`config.mk`:
```
export PLATFORM = sky130hd
export DESIGN_NAME = burst_addr_seq
export DESIGN_NICKNAME = d
export VERILOG_FILES = /design/src/rtl/burst_seq_pkg.sv /design/src/rtl/burst_seq_ctrl.sv /design/src/rtl/burst_seq_datapath.sv /design/src/rtl/burst_addr_seq.sv
export SDC_FILE = /design/constraint.sdc
export NUM_CORES = 1
export LEC_CHECK = 0
export CAP_MARGIN = 15
export CORE_UTILIZATION = 44
export DETAILED_ROUTE_END_ITERATION = 6
export MAX_ROUTING_LAYER = met4
export PLACE_DENSITY = 0.83
export SKIP_CTS_REPAIR_TIMING = 1
export SLEW_MARGIN = 20
export SYNTH_ARGS = -nofsm -noshare
export SYNTH_HDL_FRONTEND = slang
export SYNTH_SLANG_ARGS = --single-unit
```
`constraint.sdc`:
```
create_clock -name clk -period 2.4 [get_ports clk]
set_input_delay 0.6 -clock clk [delete_from_list [all_inputs] [get_ports clk]]
set_output_delay 0.6 -clock clk [all_outputs]
set_load 0.005 [all_outputs]
```
`src/rtl/burst_seq_pkg.sv`:
```
package burst_seq_pkg;

  // Ordering of the offset bits, fixed at load time
  typedef enum logic {
    ORDER_XOR    = 1'b0,
    ORDER_LINEAR = 1'b1
  } orderE;

  // Per-cycle strobes from control to datapath
  typedef struct packed {
    logic load;
    logic step;
  } strobeT;

endpackage

```
`src/rtl/burst_seq_ctrl.sv`:
```
module burst_seq_ctrl
  import burst_seq_pkg::*;
#(
  parameter int OFS_W = 2
) (
  input  logic             clk,
  input  logic             rstN,
  input  logic             clkEnN,
  input  logic             stepNotLoad,
  input  logic             linearMode,
  output strobeT           strobes,
  output logic [OFS_W-1:0] beat,
  output orderE            order
);

  logic [OFS_W-1:0] beatQ;
  orderE            orderQ;

  // Decode the enable and the step/load control into strobes
  always_comb begin
    strobes.load = !clkEnN && !stepNotLoad;
    strobes.step = !clkEnN &&  stepNotLoad;
  end

  // Beat counter wraps naturally at 2**OFS_W
  always_ff @(posedge clk) begin
    if (!rstN) begin
      beatQ  <= '0;
      orderQ <= ORDER_XOR;
    end else if (strobes.load) begin
      beatQ  <= '0;
      orderQ <= linearMode ? ORDER_LINEAR : ORDER_XOR;  // sampled here only
    end else if (strobes.step) begin
      beatQ  <= beatQ + 1'b1;
    end
  end

  assign beat  = beatQ;
  assign order = orderQ;

endmodule

```
`src/rtl/burst_seq_datapath.sv`:
```
module burst_seq_datapath
  import burst_seq_pkg::*;
#(
  parameter int ADDR_W = 16,
  parameter int OFS_W  = 2
) (
  input  logic              clk,
  input  logic              rstN,
  input  strobeT            strobes,
  input  logic [OFS_W-1:0]  beat,
  input  orderE             order,
  input  logic [ADDR_W-1:0] addrIn,
  output logic [ADDR_W-1:0] addrOut
);

  localparam int UPPER_W = ADDR_W - OFS_W;

  logic [ADDR_W-1:0] baseQ;
  logic [OFS_W-1:0]  startOfs;
  logic [OFS_W-1:0]  seqOfs;

  // Captured start address
  always_ff @(posedge clk) begin
    if (!rstN)             baseQ <= '0;
    else if (strobes.load) baseQ <= addrIn;
  end

  assign startOfs = baseQ[OFS_W-1:0];

  // Offset ordering. The sum is truncated to OFS_W, so it wraps in the group
  always_comb begin
    unique case (order)
      ORDER_LINEAR: seqOfs = startOfs + beat;
      default:      seqOfs = startOfs ^ beat;
    endcase
  end

  // Upper bits taken straight from the register
  generate
    if (UPPER_W > 0) begin : g_upper
      assign addrOut = {baseQ[ADDR_W-1:OFS_W], seqOfs};
    end else begin : g_noupper
      assign addrOut = seqOfs;
    end
  endgenerate

endmodule

```
`src/rtl/burst_addr_seq.sv`:
```
module burst_addr_seq
  import burst_seq_pkg::*;
#(
  parameter int ADDR_W      = 16,
  parameter int BURST_BEATS = 4
) (
  input  logic                           clk,
  input  logic                           rstN,
  input  logic                           clkEnN,
  input  logic                           stepNotLoad,
  input  logic                           linearMode,
  input  logic [ADDR_W-1:0]              addrIn,
  output logic [ADDR_W-1:0]              addrOut,
  output logic [$clog2(BURST_BEATS)-1:0] beatIdx
);

  localparam int OFS_W = $clog2(BURST_BEATS);

  strobeT           strobes;
  logic [OFS_W-1:0] beat;
  orderE            burstOrder;

  burst_seq_ctrl #(.OFS_W(OFS_W)) u_ctrl (
    .clk        (clk),
    .rstN       (rstN),
    .clkEnN     (clkEnN),
    .stepNotLoad(stepNotLoad),
    .linearMode (linearMode),
    .strobes    (strobes),
    .beat       (beat),
    .order      (burstOrder)
  );

  burst_seq_datapath #(.ADDR_W(ADDR_W), .OFS_W(OFS_W)) u_dp (
    .clk    (clk),
    .rstN   (rstN),
    .strobes(strobes),
    .beat   (beat),
    .order  (burstOrder),
    .addrIn (addrIn),
    .addrOut(addrOut)
  );

  assign beatIdx = beat;

endmodule

```
==> flow_metrics.tcl, run 1 <==
set metrics [dict create \
    drv_cap 0 \
    critPathKind "register to output pin" \
    post-route-min-period_ns 2.23 \
    internal_power_uw 465 \
    cp-start-kind "register" \
    drc 0 \
    synth_top_area_frac 0.414 \
    fin_nets 149 \
    end_kind "output pin" \
    critical_path.cell_chain "ha_1, nand2_1, xnor2_1, clkdlybuf4s50_1" \
    crit_path_max_fanout 6 \
    pwr_density_cell_mw_per_mm2 509 \
    path_clk_slew_ns 0.12 \
    setup_viol 0 \
    relSlewSlack 0.636 \
    power_frac_seq 0.542 \
    clkSinkCount 19 \
    rows 16 \
    fin_skew_ns 0.00407 \
    syn_nets 123 \
    status "finished, final reports clean" \
    ff2ff_setup_slack_ns 1.56 \
    crit_buf_inv 1 \
    drtIter0Drc 2 \
    die_h_um 47.7 \
    first_pass_iters 2 \
    synth_edf_count 0 \
    switching_share 0.254 \
    drv_slew 0 \
    finalHoldViolCount 0 \
    grt_pass1_wl_um 2680 \
    place_area_mm2 0.00119 \
    power.leakage_nw 0.431 \
    cp.arrival_ns 1.63 \
    yosysSeqAreaShare 0.414 \
    diodes 0 \
    dpl.hpwl_um 1310 \
    routedWlPerCell_um 12.2 \
    hold_path_class "register to register" \
    netlist_instances 101 \
    die_area_mm2 0.00227 \
    fin_area_mm2 0.00122 \
    grt_pass1_vias 626 \
    drive_above_1_share 0.127 \
    power.share.combinational 0.178 \
    grt_max_degree 20 \
    cpLargestDelayFamily "buffers and inverters" \
    switching_power_uw 158 \
    cts_tree "built" \
    dr_total_vias 712 \
    clock-root-buffer "clkbuf_4" \
    num-fill-cells 180 \
    ir_drop_mv 0.256 \
    rsz0062_at_grt "no" \
    yosys-top-cells-area "dfxtp_1 (41%), nand2_1 (14%), a21boi_2 (12%)" \
    grt_util_all_layers 0.177 \
    period_share 0.929 \
    ant_nets 0 \
    synth_area_leader_cell "dfxtp_1" \
    tns_ns 0 \
    syn_avg_cell_area_um2 9.09 \
    routed_wl_um 1870 \
    htreeDepth 1 \
    routed_via_density 4.65 \
    syn2layout_area_growth_pct 33.4 \
    core_mm2 0.00196 \
    critical_path_required_ns 1.80 \
    ys.flop_type "dfxtp_1" \
    synth_area_um2 918 \
    fin_util 0.624 \
    synth_most_common_cell "nand2_1" \
    cp_slowest_cell "clkdlybuf4s50_1" \
    ys_warn_count 0 \
    clk_latency_ns 0.31 \
    place_congestion 0.704 \
    antenna_found_initial 0 \
    yosysUniqueCellTypes 19 \
    place.port_buffers 38 \
    io_pins 39 \
    synthArstFlopShare 0 \
    max_stage_delay_ns 0.51 \
    worst_pin_slew_ns 0.544 \
    clockBufferDepth 2 \
    initial_utilization 0.468 \
    fmaxAchievable_ghz 0.448 \
    die_x_um 47.7 \
    numCtsBuffers 3 \
    ys_ff_latch 19 \
    synth.cells.most_frequent "nand2_1 (35), dfxtp_1 (19), buf_4 (14)" \
    clkPwrFrac 0.280 \
    grt_overflow 0 \
]
power groups by stage:
| stage | Clock, mW | Sequential, mW | Combinational [mW] |
|---|---|---|---|
| 3_5_place_dp | 0 | 0.345 | 0.111 |
| 4_1_cts | 0.177 | 0.338 | 0.113 |
| 6_report | 0.174 | 0.338 | 0.111 |
| 5_1_grt | 0.187 | 0.340 | 0.121 |
| 2_1_floorplan | 0 | 0.343 | 0.0592 |
| 3_3_place_gp | 0 | 0.344 | 0.109 |
worst register-to-register path: stages (launching register included):
cell and delay [ns]:
dfxtp_1 0.43, nor2b_1 0.06, o21ai_0 0.15, a21boi_0 0.10
final cells by class:
| cell class | instances | area [um2] | share of cell area |
|---|---|---|---|
| Clock buffer | 3 | 22.5 | 0.0184 |
| Sequential cell | 19 | 380 | 0.311 |
| Clock inverter | 1 | 7.51 | 0.00613 |
| Multi-Input combinational cell | 64 | 393 | 0.321 |
| Tap cell | 27 | 33.8 | 0.0276 |
| Timing Repair Buffer | 39 | 388 | 0.317 |
cells in the final DEF, fill, tap and decap left out:
cell type,netlist,routed
nor2_4,1,1
xnor2_1,1,1
clkinvlp_4,0,1
nand4bb_1,1,1
clkbuf_4,0,3
a21boi_0,8,8
xor2_1,1,1
clkdlybuf4s50_1,0,38
or2_1,1,1
nor3b_1,1,1
nand2_1,35,35
o21ai_0,1,1
buf_4,14,1
a21oi_1,1,1
dfxtp_1,19,19
ha_1,1,1
a21boi_2,10,10
nor2b_1,2,2
per-stage QoR:
step	total power, mW	cells	setup WS, ns	hold slack, ns
finish	0.623	153	0.170	0.476
detailed placement	0.457	149	0.509	0.462
floorplan	0.403	101	1.04	0.444
global route	0.649	153	0.0620	0.496
CTS	0.628	153	0.155	0.479
global placement	0.453	149	0.549	0.452
kinds of logic after synthesis:
kind of cell,Yosys count,share of synthesized area
xor gates and xnor gates,2,0.0191
DFF,19,0.414
adders and majority gates,1,0.0136
buffers and inverters,18,0.158
and+or+nand+nor,41,0.196
AOI/OAI and AO/OA,20,0.199
worst paths after layout:
| path | start | end | depth (start not counted) |
|---|---|---|---|
| worst max-delay path | u_ctrl.beat[0] | addrOut[1] | 4 |
| worst min-delay path | u_dp.baseQ[6] | u_dp.baseQ[6] | 2 |
| worst max register to register | u_ctrl.beat[0] | u_ctrl.beat[1] | 3 |
| worst min register to register | u_dp.baseQ[6] | u_dp.baseQ[6] | 2 |
flip-flops by register name, summed over array words and instances (netlist names):
| register | cells |
|---|---|
| u_ctrl.beat | 2 |
| u_ctrl.order | 1 |
| u_dp.baseQ | 16 |
routing by layer:
layer | wire length [um] | global-route usage | vias up
met4 | 27 | 0.0667 | 0
met5 | 0 | - | -
li1 | - | - | 362
met2 | 1040 | 0.322 | 16
met3 | 89 | 0.0226 | 4
met1 | 712 | 0.193 | 330
(Power assumes the default switching activity.)
==> inputs of run 2 (changes only) <==
--- a/config.mk
+++ b/config.mk
@@ -6,10 +6,11 @@
 export NUM_CORES = 1
 export LEC_CHECK = 0
 export CAP_MARGIN = 15
-export CORE_UTILIZATION = 44
+export CORE_UTILIZATION = 64
 export DETAILED_ROUTE_END_ITERATION = 6
+export DONT_BUFFER_PORTS = 1
 export MAX_ROUTING_LAYER = met4
-export PLACE_DENSITY = 0.83
+export PLACE_DENSITY = 0.8
 export SKIP_CTS_REPAIR_TIMING = 1
 export SLEW_MARGIN = 20
 export SYNTH_ARGS = -nofsm -noshare
==> run 2 against run 1 <==
Worst setup slack improved by 0.48 ns. Via count decreased by 22%. Non-clock buffer count is 39 lower. Sequential power hardly changed. Combinational power fell by 64%. Critical endpoint unchanged.
==> flow_metrics.tcl, run 2 (synthesis results as in run 1) <==
set metrics [dict create \
    regMostFlops "u_dp.baseQ" \
    fmaxAchievable_ghz 0.570 \
    finalPower_uw 534 \
    num-fill-cells 132 \
    power.leakage_nw 0.289 \
    switching_power_uw 123 \
    relSlewSlack 0.635 \
    drive_above_1_share 0.172 \
    end_kind "output pin" \
    ant_nets 0 \
    grt_util_all_layers 0.178 \
    final_common_cell "nand2_1" \
    ir_drop_mv 0.294 \
    first_pass_iters 4 \
    io_pins 39 \
    initial_utilization 0.697 \
    numCtsBuffers 3 \
    place_congestion 0.642 \
    antenna_found_initial 0 \
    hold_path_class "input pin to register" \
    ff2ff_setup_slack_ns 1.55 \
    pwr_density_cell_mw_per_mm2 652 \
    period_share 0.730 \
    cp.arrival_ns 1.15 \
    finalHoldViolCount 0 \
    drv_cap 0 \
    diodes 0 \
    routed_via_density 5.42 \
    tns_ns 0 \
    htreeDepth 1 \
    setup_viol 0 \
    critPathKind "register to output pin" \
    place.port_buffers 0 \
    grt_overflow 0 \
    rows 13 \
    fin_nets 110 \
    grt_pass1_wl_um 1770 \
    die_area_mm2 0.00159 \
    clkSinkCount 19 \
    die_x_um 39.9 \
    power_frac_seq 0.637 \
    whs_path_depth 2 \
    grt_pass1_vias 456 \
    clkPwrFrac 0.288 \
    critical_path_required_ns 1.80 \
    drtIter0Drc 9 \
    worst_pin_slew_ns 0.547 \
    fin_skew_ns 0.0000359 \
    clock-root-buffer "clkbuf_4" \
    grt_max_degree 20 \
    clk_latency_ns 0.28 \
    largest_reg_flops 16 \
    final_cell_mix "nand2_1 (35), dfxtp_1 (19), a21boi_2 (10)" \
    path_clk_slew_ns 0.11 \
    power.share.combinational 0.076 \
    die_h_um 39.9 \
    dpl.hpwl_um 906 \
    rsz0062_at_grt "no" \
    drv_slew 0 \
    routed_wl_um 1260 \
    r2r_cells 3 \
    post-route-min-period_ns 1.75 \
    drc 0 \
    cp-start-kind "register" \
    cts_tree "built" \
    core_mm2 0.00132 \
    crit_path_max_fanout 6 \
    dr_total_vias 553 \
    syn2layout_area_growth_pct -10.8 \
    internal_power_uw 411 \
    status "finished, final reports clean" \
    routedWlPerCell_um 12.3 \
    clockBufferDepth 2 \
    switching_share 0.230 \
]
==> run 2: final timing paths <==
kind / startpoint / to
max: u_ctrl.beat[0] / addrOut[1]
min: addrIn[6] / u_dp.baseQ[6]
max reg2reg: u_ctrl.beat[0] / u_ctrl.beat[1]
min reg2reg: u_ctrl.order / u_ctrl.order
==> run 2: power groups by stage <==
| stage | Clock [mW] | Sequential (mW) | Combinational (mW) |
|---|---|---|---|
| after CTS | 0.161 | 0.340 | 0.0413 |
| final | 0.154 | 0.340 | 0.0404 |
| after detailed placement | 0 | 0.348 | 0.0412 |
| after global routing | 0.173 | 0.343 | 0.0454 |
| after global placement | 0 | 0.347 | 0.0396 |
| after floorplan | 0 | 0.343 | 0.0592 |
==> run 2: layer usage <==
metal	share of wire	vias to the layer above	wire length, um	global-route usage
met5	0	-	0	-
met4	0.011	0	14	0.103
met3	0.070	2	88	0.0455
met2	0.46	21	584	0.290
met1	0.45	246	571	0.191
li1	-	284	-	-
==> run 2: stage by stage <==
stage	utilization	cells	worst slack, ns	instance area [um2]	hold slack (ns)
finish	0.622	102	0.647	820	0.442
global route	0.622	102	0.571	820	0.426
global placement	0.601	98	0.994	792	0.460
detailed placement	0.601	98	0.969	792	0.468
floorplan	-	101	1.04	918	0.444
CTS	0.622	102	0.644	820	0.431
==> run 2: final cells by class <==
cell class / count / area (um2) / area share
Multi-Input combinational cell: 64 / 393 / 0.479
Sequential cell: 19 / 380 / 0.464
Clock buffer: 3 / 22.5 / 0.0275
Tap cell: 15 / 18.8 / 0.0229
Clock inverter: 1 / 5.00 / 0.00611
==> run 2: critical path: stages (launching register included) <==
cell     delay (ns)
dfxtp_1        0.45
ha_1           0.18
nand2_1        0.06
xnor2_1        0.18
==> inputs of run 3 (changes only) <==
--- a/config.mk
+++ b/config.mk
@@ -6,11 +6,11 @@
 export NUM_CORES = 1
 export LEC_CHECK = 0
 export CAP_MARGIN = 15
-export CORE_UTILIZATION = 64
+export CORE_UTILIZATION = 53
 export DETAILED_ROUTE_END_ITERATION = 6
 export DONT_BUFFER_PORTS = 1
 export MAX_ROUTING_LAYER = met4
-export PLACE_DENSITY = 0.8
+export PLACE_DENSITY = 0.71
 export SKIP_CTS_REPAIR_TIMING = 1
 export SLEW_MARGIN = 20
 export SYNTH_ARGS = -nofsm -noshare
==> constraint.sdc (replaced) <==
create_clock -name clk -period 1.58 [get_ports clk]
set_input_delay 0.395 -clock clk [delete_from_list [all_inputs] [get_ports clk]]
set_output_delay 0.395 -clock clk [all_outputs]
set_load 0.005 [all_outputs]
==> run 3 against run 2 <==
The flow now finishes with violations (design-rule violations). Count of clock-buffer cells in the layout increased by 1. Die area is 20% higher. Worst setup slack lost 0.54 ns. Clock power increased by 52%. Clock skew barely moved. Final cell count increased by 0.98%. Total power up 52%. Utilization shrank 9.4 points. Flip-flop and latch count did not move. Register-to-register slack worse by 0.77 ns. Combinational power grew 53%. Sequential power is 52% higher. Largest cell class unchanged. Largest power group unchanged.
==> flow_metrics.tcl, run 3 (synthesis results as in run 1) <==
set metrics [dict create \
    routed_via_density 5.33 \
    finalHoldViolCount 0 \
    violations "design-rule violations" \
    period_share 0.930 \
    switching_power_uw 184 \
    die_h_um 43.6 \
    syn2layout_area_growth_pct -10.4 \
    grt_max_degree 20 \
    setup_viol 0 \
    htreeDepth 1 \
    fmaxAchievable_ghz 0.681 \
    ant_nets 0 \
    place_area_um2 793 \
    antenna_found_initial 0 \
    hold_path_class "input pin to register" \
    cp.arrival_ns 1.07 \
    grt_overflow 0 \
    io_pins 39 \
    drive_above_1_share 0.172 \
    largest_reg_flops 16 \
    clk_latency_ns 0.28 \
    clkSinkCount 19 \
    crit_buf_inv 0 \
    place.port_buffers 0 \
    power_frac_seq 0.635 \
    routedWlPerCell_um 12.5 \
    end_kind "output pin" \
    max_stage_delay_ns 0.38 \
    clkPwrFrac 0.289 \
    rows 14 \
    post-route-min-period_ns 1.47 \
    cp_slowest_cell "dfxtp_4" \
    routed_wl_um 1290 \
    power.leakage_nw 0.287 \
    r2r_start "u_ctrl.beat[0]" \
    clockBufferDepth 2 \
    ir_drop_mv 0.457 \
    fin_skew_ns 0.0000343 \
    die_x_um 43.6 \
    drv_slew 0 \
    grt_pass1_wl_um 2040 \
    hold_start "addrIn[9]" \
    grt_pass1_vias 514 \
    status "finished, violations left" \
    numCtsBuffers 3 \
    grt_util_all_layers 0.153 \
    pwr_density_cell_mw_per_mm2 986 \
    place_congestion 0.653 \
    critPathKind "register to output pin" \
    fin_area_um2 823 \
    drc 2 \
    cp-start-kind "register" \
    cpLargestDelayFamily "flip-flops" \
    switching_share 0.226 \
    tns_ns 0 \
    crit_path_max_fanout 6 \
    drv_cap 0 \
    dr_total_vias 549 \
    core_mm2 0.00156 \
    die_area_mm2 0.00190 \
    first_pass_iters 6 \
    clock-root-buffer "clkbuf_4" \
    path_clk_slew_ns 0.10 \
    cts_tree "built" \
    power.share.combinational 0.076 \
    critical_path.cell_chain "ha_1, nand2_1, xnor2_1" \
    initial_utilization 0.589 \
    regMostFlops "u_dp.baseQ" \
    worstSetupStartpoint "u_ctrl.beat[0]" \
    relSlewSlack 0.628 \
    diodes 0 \
    internal_power_uw 628 \
    rsz0062_at_grt "no" \
    critical_path_required_ns 1.18 \
    worst_pin_slew_ns 0.559 \
    final_cell_mix "nand2_1 (35), dfxtp_1 (18), a21boi_2 (10)" \
    fin_nets 110 \
    dpl.hpwl_um 932 \
    final_common_cell "nand2_1" \
    drtIter0Drc 9 \
]
run 3: final timing paths:
kind                          to  slack [ns]  depth (start not counted)
setup / recovery      addrOut[1]        0.11                          3
hold / removal     u_dp.baseQ[9]        0.24                          2
setup reg to reg  u_ctrl.beat[0]        0.78                          3
hold reg to reg    u_dp.baseQ[0]        0.48                          2
run 3: layout make-up:
type                            count  area, um2
Clock buffer                        4       26.3
Sequential cell                    19        384
Fill cell                         148        736
Multi-Input combinational cell     64        393
Tap cell                           16       20.0
run 3: worst reg2reg max path, cell delays in order (launching register included):
cell and delay, ns:
dfxtp_4 0.38, nor3b_1 0.19, a21oi_1 0.06, nor2b_1 0.11
run 3: per-layer routing:
metal	global-route usage	part of all wire	up-vias
met5	-	0	-
met4	0.0938	0.010	0
met3	0.0458	0.072	2
met2	0.251	0.49	20
met1	0.158	0.43	242
li1	-	-	285
run 3: metrics by stage:
| step | total power [mW] | instances | utilization | hold slack (ns) | setup WS (ns) |
|---|---|---|---|---|---|
| floorplan | 0.611 | 101 | - | 0.444 | 0.420 |
| global placement | 0.588 | 99 | 0.509 | 0.467 | 0.354 |
| detailed placement | 0.591 | 99 | 0.509 | 0.469 | 0.337 |
| CTS | 0.826 | 103 | 0.526 | 0.227 | 0.00270 |
| global route | 0.851 | 103 | 0.528 | 0.211 | 0.0190 |
| finish | 0.812 | 103 | 0.528 | 0.237 | 0.111 |
run 3: power groups by stage:
stage	Clock (mW)	Combinational (mW)	Sequential (mW)
2_1_floorplan	0	0.0900	0.521
3_3_place_gp	0	0.0607	0.527
3_5_place_dp	0	0.0632	0.528
4_1_cts	0.246	0.0632	0.517
5_1_grt	0.262	0.0700	0.519
6_report	0.234	0.0618	0.516
